==> src/rtl/wta_lr_pkg.sv <==
package wta_lr_pkg;
  // Width of a disparity code that can also carry the reserved value ndisp.
  function automatic int disp_bits(input int ndisp);
    return (ndisp < 2) ? 1 : $clog2(ndisp + 1);
  endfunction

  // Column counter width: a full line plus the padding cycles.
  function automatic int col_bits(input int line_max, input int ndisp);
    return $clog2(line_max + ndisp + 1);
  endfunction
endpackage

==> src/rtl/wta_argmin.sv <==
module wta_argmin #(
  parameter int NDISP = 16,
  parameter int CW    = 10,
  parameter int DW    = 5
) (
  input  logic [NDISP*CW-1:0] costs,
  output logic [DW-1:0]       idx
);
  logic [CW-1:0] best;

  // Linear scan; strict compare keeps the lowest index on ties.
  always_comb begin
    best = costs[CW-1:0];
    idx  = '0;
    for (int d = 1; d < NDISP; d++) begin
      if (costs[d*CW +: CW] < best) begin
        best = costs[d*CW +: CW];
        idx  = DW'(d);
      end
    end
  end
endmodule

==> src/rtl/match_min_array.sv <==
module match_min_array #(
  parameter int NDISP = 16,
  parameter int CW    = 10,
  parameter int DW    = 5
) (
  input  logic                clk,
  input  logic                rst,
  input  logic                step,
  input  logic                restart,
  input  logic                pad,
  input  logic [NDISP*CW-1:0] costs,
  output logic [DW-1:0]       fin_idx
);
  localparam int EW = CW + 1;
  localparam logic [EW-1:0] INF = {1'b1, {CW{1'b0}}};

  logic [EW-1:0] r_cost [NDISP];
  logic [DW-1:0] r_idx  [NDISP];
  logic [EW-1:0] n_cost [NDISP];
  logic [DW-1:0] n_idx  [NDISP];

  // Slot d tracks the other-image column (current column - d).
  for (genvar d = 0; d < NDISP; d++) begin : g_slot
    logic [EW-1:0] held_c;
    logic [DW-1:0] held_i;
    logic [EW-1:0] cand;
    logic          take_new;
    assign held_c   = restart ? INF : r_cost[d];
    assign held_i   = restart ? '0  : r_idx[d];
    assign cand     = pad ? INF : {1'b0, costs[d*CW +: CW]};
    assign take_new = cand < held_c;
    assign n_cost[d] = take_new ? cand : held_c;
    assign n_idx[d]  = take_new ? DW'(d) : held_i;
  end

  assign fin_idx = n_idx[NDISP-1];

  always_ff @(posedge clk) begin
    if (rst) begin
      for (int d = 0; d < NDISP; d++) begin
        r_cost[d] <= INF;
        r_idx[d]  <= '0;
      end
    end else if (step) begin
      r_cost[0] <= INF;
      r_idx[0]  <= '0;
      for (int d = 1; d < NDISP; d++) begin
        r_cost[d] <= n_cost[d-1];
        r_idx[d]  <= n_idx[d-1];
      end
    end
  end
endmodule

==> src/rtl/lr_consistency.sv <==
module lr_consistency #(
  parameter int NDISP = 16,
  parameter int DW    = 5,
  parameter int XW    = 12
) (
  input  logic          clk,
  input  logic          rst,
  input  logic          step,
  input  logic          emit,
  input  logic [DW-1:0] base_idx,
  input  logic [DW-1:0] match_idx,
  input  logic [XW-1:0] xpos,
  output logic          out_valid,
  output logic [DW-1:0] out_disp,
  output logic          out_ok
);
  logic [DW-1:0] bd [NDISP];   // base disparities, bd[k] = column c-k
  logic [DW-1:0] mh [NDISP];   // finished other-image disparities, newest first
  logic          bval;
  logic [XW-1:0] xb;
  logic [DW-1:0] db, dm, diff;
  logic          good;

  always_comb begin
    db = bd[NDISP-1];
    dm = '0;
    for (int k = 0; k < NDISP; k++)
      if (db == DW'(k)) dm = mh[k];
    diff = (db >= dm) ? db - dm : dm - db;
    good = (XW'(db) <= xb) && (diff <= DW'(1));
  end

  always_ff @(posedge clk) begin
    if (rst) begin
      for (int k = 0; k < NDISP; k++) begin
        bd[k] <= '0;
        mh[k] <= '0;
      end
      bval      <= 1'b0;
      xb        <= '0;
      out_valid <= 1'b0;
      out_disp  <= '0;
      out_ok    <= 1'b0;
    end else begin
      if (step) begin
        for (int k = NDISP-1; k > 0; k--) bd[k] <= bd[k-1];
        bd[0] <= base_idx;
      end
      if (step && emit) begin
        for (int k = NDISP-1; k > 0; k--) mh[k] <= mh[k-1];
        mh[0] <= match_idx;
      end
      bval      <= step && emit;
      xb        <= xpos;
      out_valid <= bval;
      out_ok    <= bval && good;
      if (bval) out_disp <= good ? db : DW'(NDISP);
    end
  end
endmodule

==> src/rtl/wta_lr_disparity.sv <==
module wta_lr_disparity
  import wta_lr_pkg::*;
#(
  parameter int NDISP    = 16,
  parameter int CW       = 10,
  parameter int LINE_MAX = 2048,
  localparam int DW      = disp_bits(NDISP),
  localparam int XW      = col_bits(LINE_MAX, NDISP)
) (
  input  logic                clk,
  input  logic                rst,
  input  logic                in_valid,
  input  logic                in_sol,
  input  logic                in_eol,
  input  logic [NDISP*CW-1:0] in_cost,
  output logic                out_valid,
  output logic [DW-1:0]       out_disp,
  output logic                out_ok
);
  logic [XW-1:0] col, cur, xpos;
  logic [DW-1:0] fl_cnt;
  logic          flushing, take, step, restart, emit;
  logic [DW-1:0] base_idx, match_idx;

  assign flushing = (fl_cnt != '0);
  assign take     = in_valid && !flushing;
  assign step     = take || flushing;
  assign restart  = take && in_sol;
  assign cur      = restart ? '0 : col;
  assign emit     = cur >= XW'(NDISP-1);
  assign xpos     = cur - XW'(NDISP-1);

  always_ff @(posedge clk) begin
    if (rst) begin
      col    <= '0;
      fl_cnt <= '0;
    end else begin
      if (step) col <= cur + XW'(1);
      if (take && in_eol) fl_cnt <= DW'(NDISP-1);
      else if (flushing)  fl_cnt <= fl_cnt - DW'(1);
    end
  end

  wta_argmin #(.NDISP(NDISP), .CW(CW), .DW(DW)) u_base (
    .costs (in_cost),
    .idx   (base_idx)
  );

  match_min_array #(.NDISP(NDISP), .CW(CW), .DW(DW)) u_match (
    .clk     (clk),
    .rst     (rst),
    .step    (step),
    .restart (restart),
    .pad     (flushing),
    .costs   (in_cost),
    .fin_idx (match_idx)
  );

  lr_consistency #(.NDISP(NDISP), .DW(DW), .XW(XW)) u_check (
    .clk       (clk),
    .rst       (rst),
    .step      (step),
    .emit      (emit),
    .base_idx  (base_idx),
    .match_idx (match_idx),
    .xpos      (xpos),
    .out_valid (out_valid),
    .out_disp  (out_disp),
    .out_ok    (out_ok)
  );
endmodule

==> config.mk <==
export PLATFORM = sky130hd
export DESIGN_NAME = wta_lr_disparity
export DESIGN_NICKNAME = d
export VERILOG_FILES = /design/src/rtl/wta_lr_pkg.sv /design/src/rtl/wta_argmin.sv /design/src/rtl/match_min_array.sv /design/src/rtl/lr_consistency.sv /design/src/rtl/wta_lr_disparity.sv
export SDC_FILE = /design/constraint.sdc
export NUM_CORES = 1
export LEC_CHECK = 0
export BUFFER_PORTS_ARGS = -buffer_cell sky130_fd_sc_hd__buf_2
export CORE_MARGIN = 2
export CORE_UTILIZATION = 35
export CTS_BUF_LIST = sky130_fd_sc_hd__clkbuf_2
export DETAILED_ROUTE_END_ITERATION = 8
export GPL_TIMING_DRIVEN = 0
export MAX_ROUTING_LAYER = met4
export PLACE_DENSITY = 0.54
export SLEW_MARGIN = 10
export SYNTH_ARGS = -nofsm -noshare
export SYNTH_HDL_FRONTEND = slang
export SYNTH_SLANG_ARGS = --single-unit
==> constraint.sdc <==
create_clock -name clk -period 46.2 [get_ports clk]
set_clock_uncertainty 0.15 [all_clocks]
set_input_delay 4.62 -clock clk [delete_from_list [all_inputs] [get_ports clk]]
set_output_delay 4.62 -clock clk [all_outputs]
set_load 0.03 [all_outputs]
==> key figures <==
Detailed routing
  • Drt first-iter violations: about 1600
  • TritonRoute pass-1 iters: 6
  • Residual DRC: 0
  • Vias post-DR: around 23000
  • Routed Antenna Nets: 0
  • Final wirelength: 81900 um
  • Vias/cell: between 5 and 6
  • WL per Instance: 18.6 um

Placement
  • Post-DP HPWL: 63300 um
  • PortBufs: around 170
  • Final Wtd Congestion: between 0.9 and 1
  • Placed insts: approximately 4200

Cells and area
  • Nets: ~3700
  • Final Util: roughly two fifths
  • Non-Filler Instances: ~4400
  • Layout area overhead: 12.1%
  • Fraction of final layout cells sized beyond drive strength 1: between 10 and 15%

Synthesis
  • Synth area leader: edfxtp_1
  • Sequential area share after synthesis: around two fifths
  • Yosys top cell area share: between 30% and 40%
  • Cell variety after synth: 84
  • Mapped Nets: 3460
  • Synth Register Bits: between 300 and 400
  • Synth Area per Inst: approximately 9.0 um^2
  • Post-synth EDFFs: between 300 and 400
  • Yosys warns: 0
  • Asr flop ratio synth: 0%
  • Primary FF master, synth: edfxtp_1
  • Synth top area cells: edfxtp_1 (38%), ha_1 (13%), nand2_1 (5.2%)
  • Post-Syn Instances: approximately 3000
  • Synth Cell Area: 27000 um^2

Clocking
  • Quantity of hold-fixing buffers added after cts: 0
  • H-Tree Depth: 3
  • CTS Root Cell: clkbuf_2
  • CTS Buf Count: 100
  • CTS Buffer Depth: 3
  • Post-CTS Resized: 0
  • Clk sinks: around 380
  • CTS tree: yes
  • Worst skew pair latency: 1.10 ns
  • Clock-pin transition on the worst setup and hold timing paths: 0.13 ns
  • Setup bufs post-CTS: 0

Global routing
  • Vias in the first global route: approximately 22000
  • Gr ovfl total: 0
  • First-pass GRT wire length: roughly 130000 um
  • Initial antenna violation count: 6
  • Largest net degree at the start of global routing: 61
  • GR Util All Layers: roughly a fifth

STA
  • WHS: slightly above 0.3 ns
  • Max_slew headroom: 19.5%
  • F_max: around 0.025 GHz
  • Tmin final: just over 40 ns
  • Slew Viols, Final: 0
  • Final setup vio count: 0
  • Setup TNS after final layout: 0 ns
  • Final hold vios: 0
  • Worst-margin pin slew: between 1 and 1.5 ns
  • Unrepaired setup endpoints after global routing: false
  • Period utilization: between 80 and 90%

Die
  • Core area: between 70000 and 80000 um^2
  • Initial core utilization: a little over a third
  • Die width: roughly 280 um
  • DIE AREA: roughly 79000 um^2
  • Rows: roughly 100
  • # IOs: around 170
  • Die height: 282 um

Critical path
  • Critical path launch point type: input port
  • CP endpoint kind: flip-flop
  • CP max-delay cell: a211oi_1
  • Crit-path max FO: 11
  • CP peak stage delay: about 0.95 ns
  • WP data required: around 47 ns
  • Crit path kind: input port to flip-flop
  • Critical path arrival: roughly 41 ns

Run
  • # Max-Cap Violations: 0

Outcome
  • Status: finished, final reports clean

Worst hold path
  • Hold Crit Class: flip-flop to flip-flop
## layer usage
| layer | GRT usage [%] | up-vias | wire [um] |
|---|---|---|---|
| met5 | - | - | 0 |
| met4 | 5.63 | 0 | 1800 |
| met3 | 3.58 | 118 | 4720 |
| met2 | 34.5 | 666 | 38100 |
| met1 | 27.5 | 10700 | 37300 |
| li1 | - | 11300 | - |
## synth_stat cells (28+ instances only)
master	number
a21o_1	52
a21oi_1	197
a31oi_1	122
a32o_1	30
and2_1	157
and3_1	31
clkbuf_1	148
dfxtp_1	37
edfxtp_1	338
ha_1	287
inv_1	196
mux2i_1	42
nand2_1	375
nand2b_1	68
nand3_1	53
nor2_1	350
nor2b_1	67
nor3_1	38
o21a_1	28
o21ai_0	108
## final cells by class
type	count	area, um^2
Sequential cell	375	10900
Antenna cell	6	15.0
Tap cell	1030	1290
Multi-Input combinational cell	2262	14800
Inverter	197	739
Buffer	172	666
Clock inverter	43	233
Timing Repair Buffer	174	1010
Fill cell	7837	45900
Clock buffer	140	701
## placed cells by master, fill, tap and decap left out, types with 22 or more instances in the layout
cell      synthesis  final
nand2_1         375    375
nor2_1          350    350
edfxtp_1        338    338
ha_1            287    287
a21oi_1         197    197
inv_1           196    196
buf_2             6    174
and2_1          157    157
clkbuf_1        148    148
clkbuf_2          0    140
a31oi_1         122    122
o21ai_0         108    108
nand2b_1         68     68
nor2b_1          67     67
nand3_1          53     53
a21o_1           52     52
mux2i_1          42     42
nor3_1           38     38
dfxtp_1          37     37
and3_1           31     31
a32o_1           30     30
clkinv_1          1     29
o21a_1           28     28
mux2_2           22     22
## cell families (layout without fill, tap and decap cells)
kind of cell / Yosys count / count (layout) / share of synthesized area (%)
and+or+nand+nor: 1202 / 1202 / 20.9
xor gates and xnor gates: 14 / 14 / 0.454
AOI/OAI and AO/OA: 677 / 677 / 16.2
adders and majority gates: 295 / 295 / 13.7
buffers and inverters: 369 / 726 / 5.19
other: 0 / 6 / 0
muxes: 74 / 74 / 3.31
DFF: 375 / 375 / 40.3
## worst max-delay path, delay by kind of cell
kind | cells | cell delay (ns)
AOI/OAI and AO/OA | 76 | 16.22
adders and majority gates | 15 | 4.36
buffers and inverters | 29 | 8.10
muxes | 6 | 2.16
and+or+nand+nor | 37 | 5.70
## path summary, 6_finish.rpt
path / startpoint / to / slack, ns / depth (start not counted)
setup / recovery: in_cost[7] / u_check.bd[0][2] / 5.57 / 163
hold / removal: u_check.bd[0][0] / u_check.bd[0][5] / 0.31 / 1
setup reg to reg: fl_cnt[0] / u_match.r_cost[0][59] / 38.89 / 26
hold reg to reg: u_check.bd[0][0] / u_check.bd[0][5] / 0.31 / 1
## per-stage QoR
step                instance area [um^2]  setup slack, ns
floorplan                          27000            12.01
global placement                   29200             5.28
detailed placement                 29400             5.20
CTS                                30300             6.22
global route                       30300             2.49
finish                             30300             5.57
## registers in the layout, indices dropped and copies added (netlist names)
register and count:
u_match.r_cost 165, u_check.bd 64, u_check.mh 64, u_match.r_idx 45, col 12, u_check.xb 12
fl_cnt 5, u_check.out_disp 5, u_check.bval 1, u_check.out_ok 1, u_check.out_valid 1
Power is left out: the tool's default activity adds up to more than one toggle a clock period on the data nets, which glitch-free logic cannot reach.
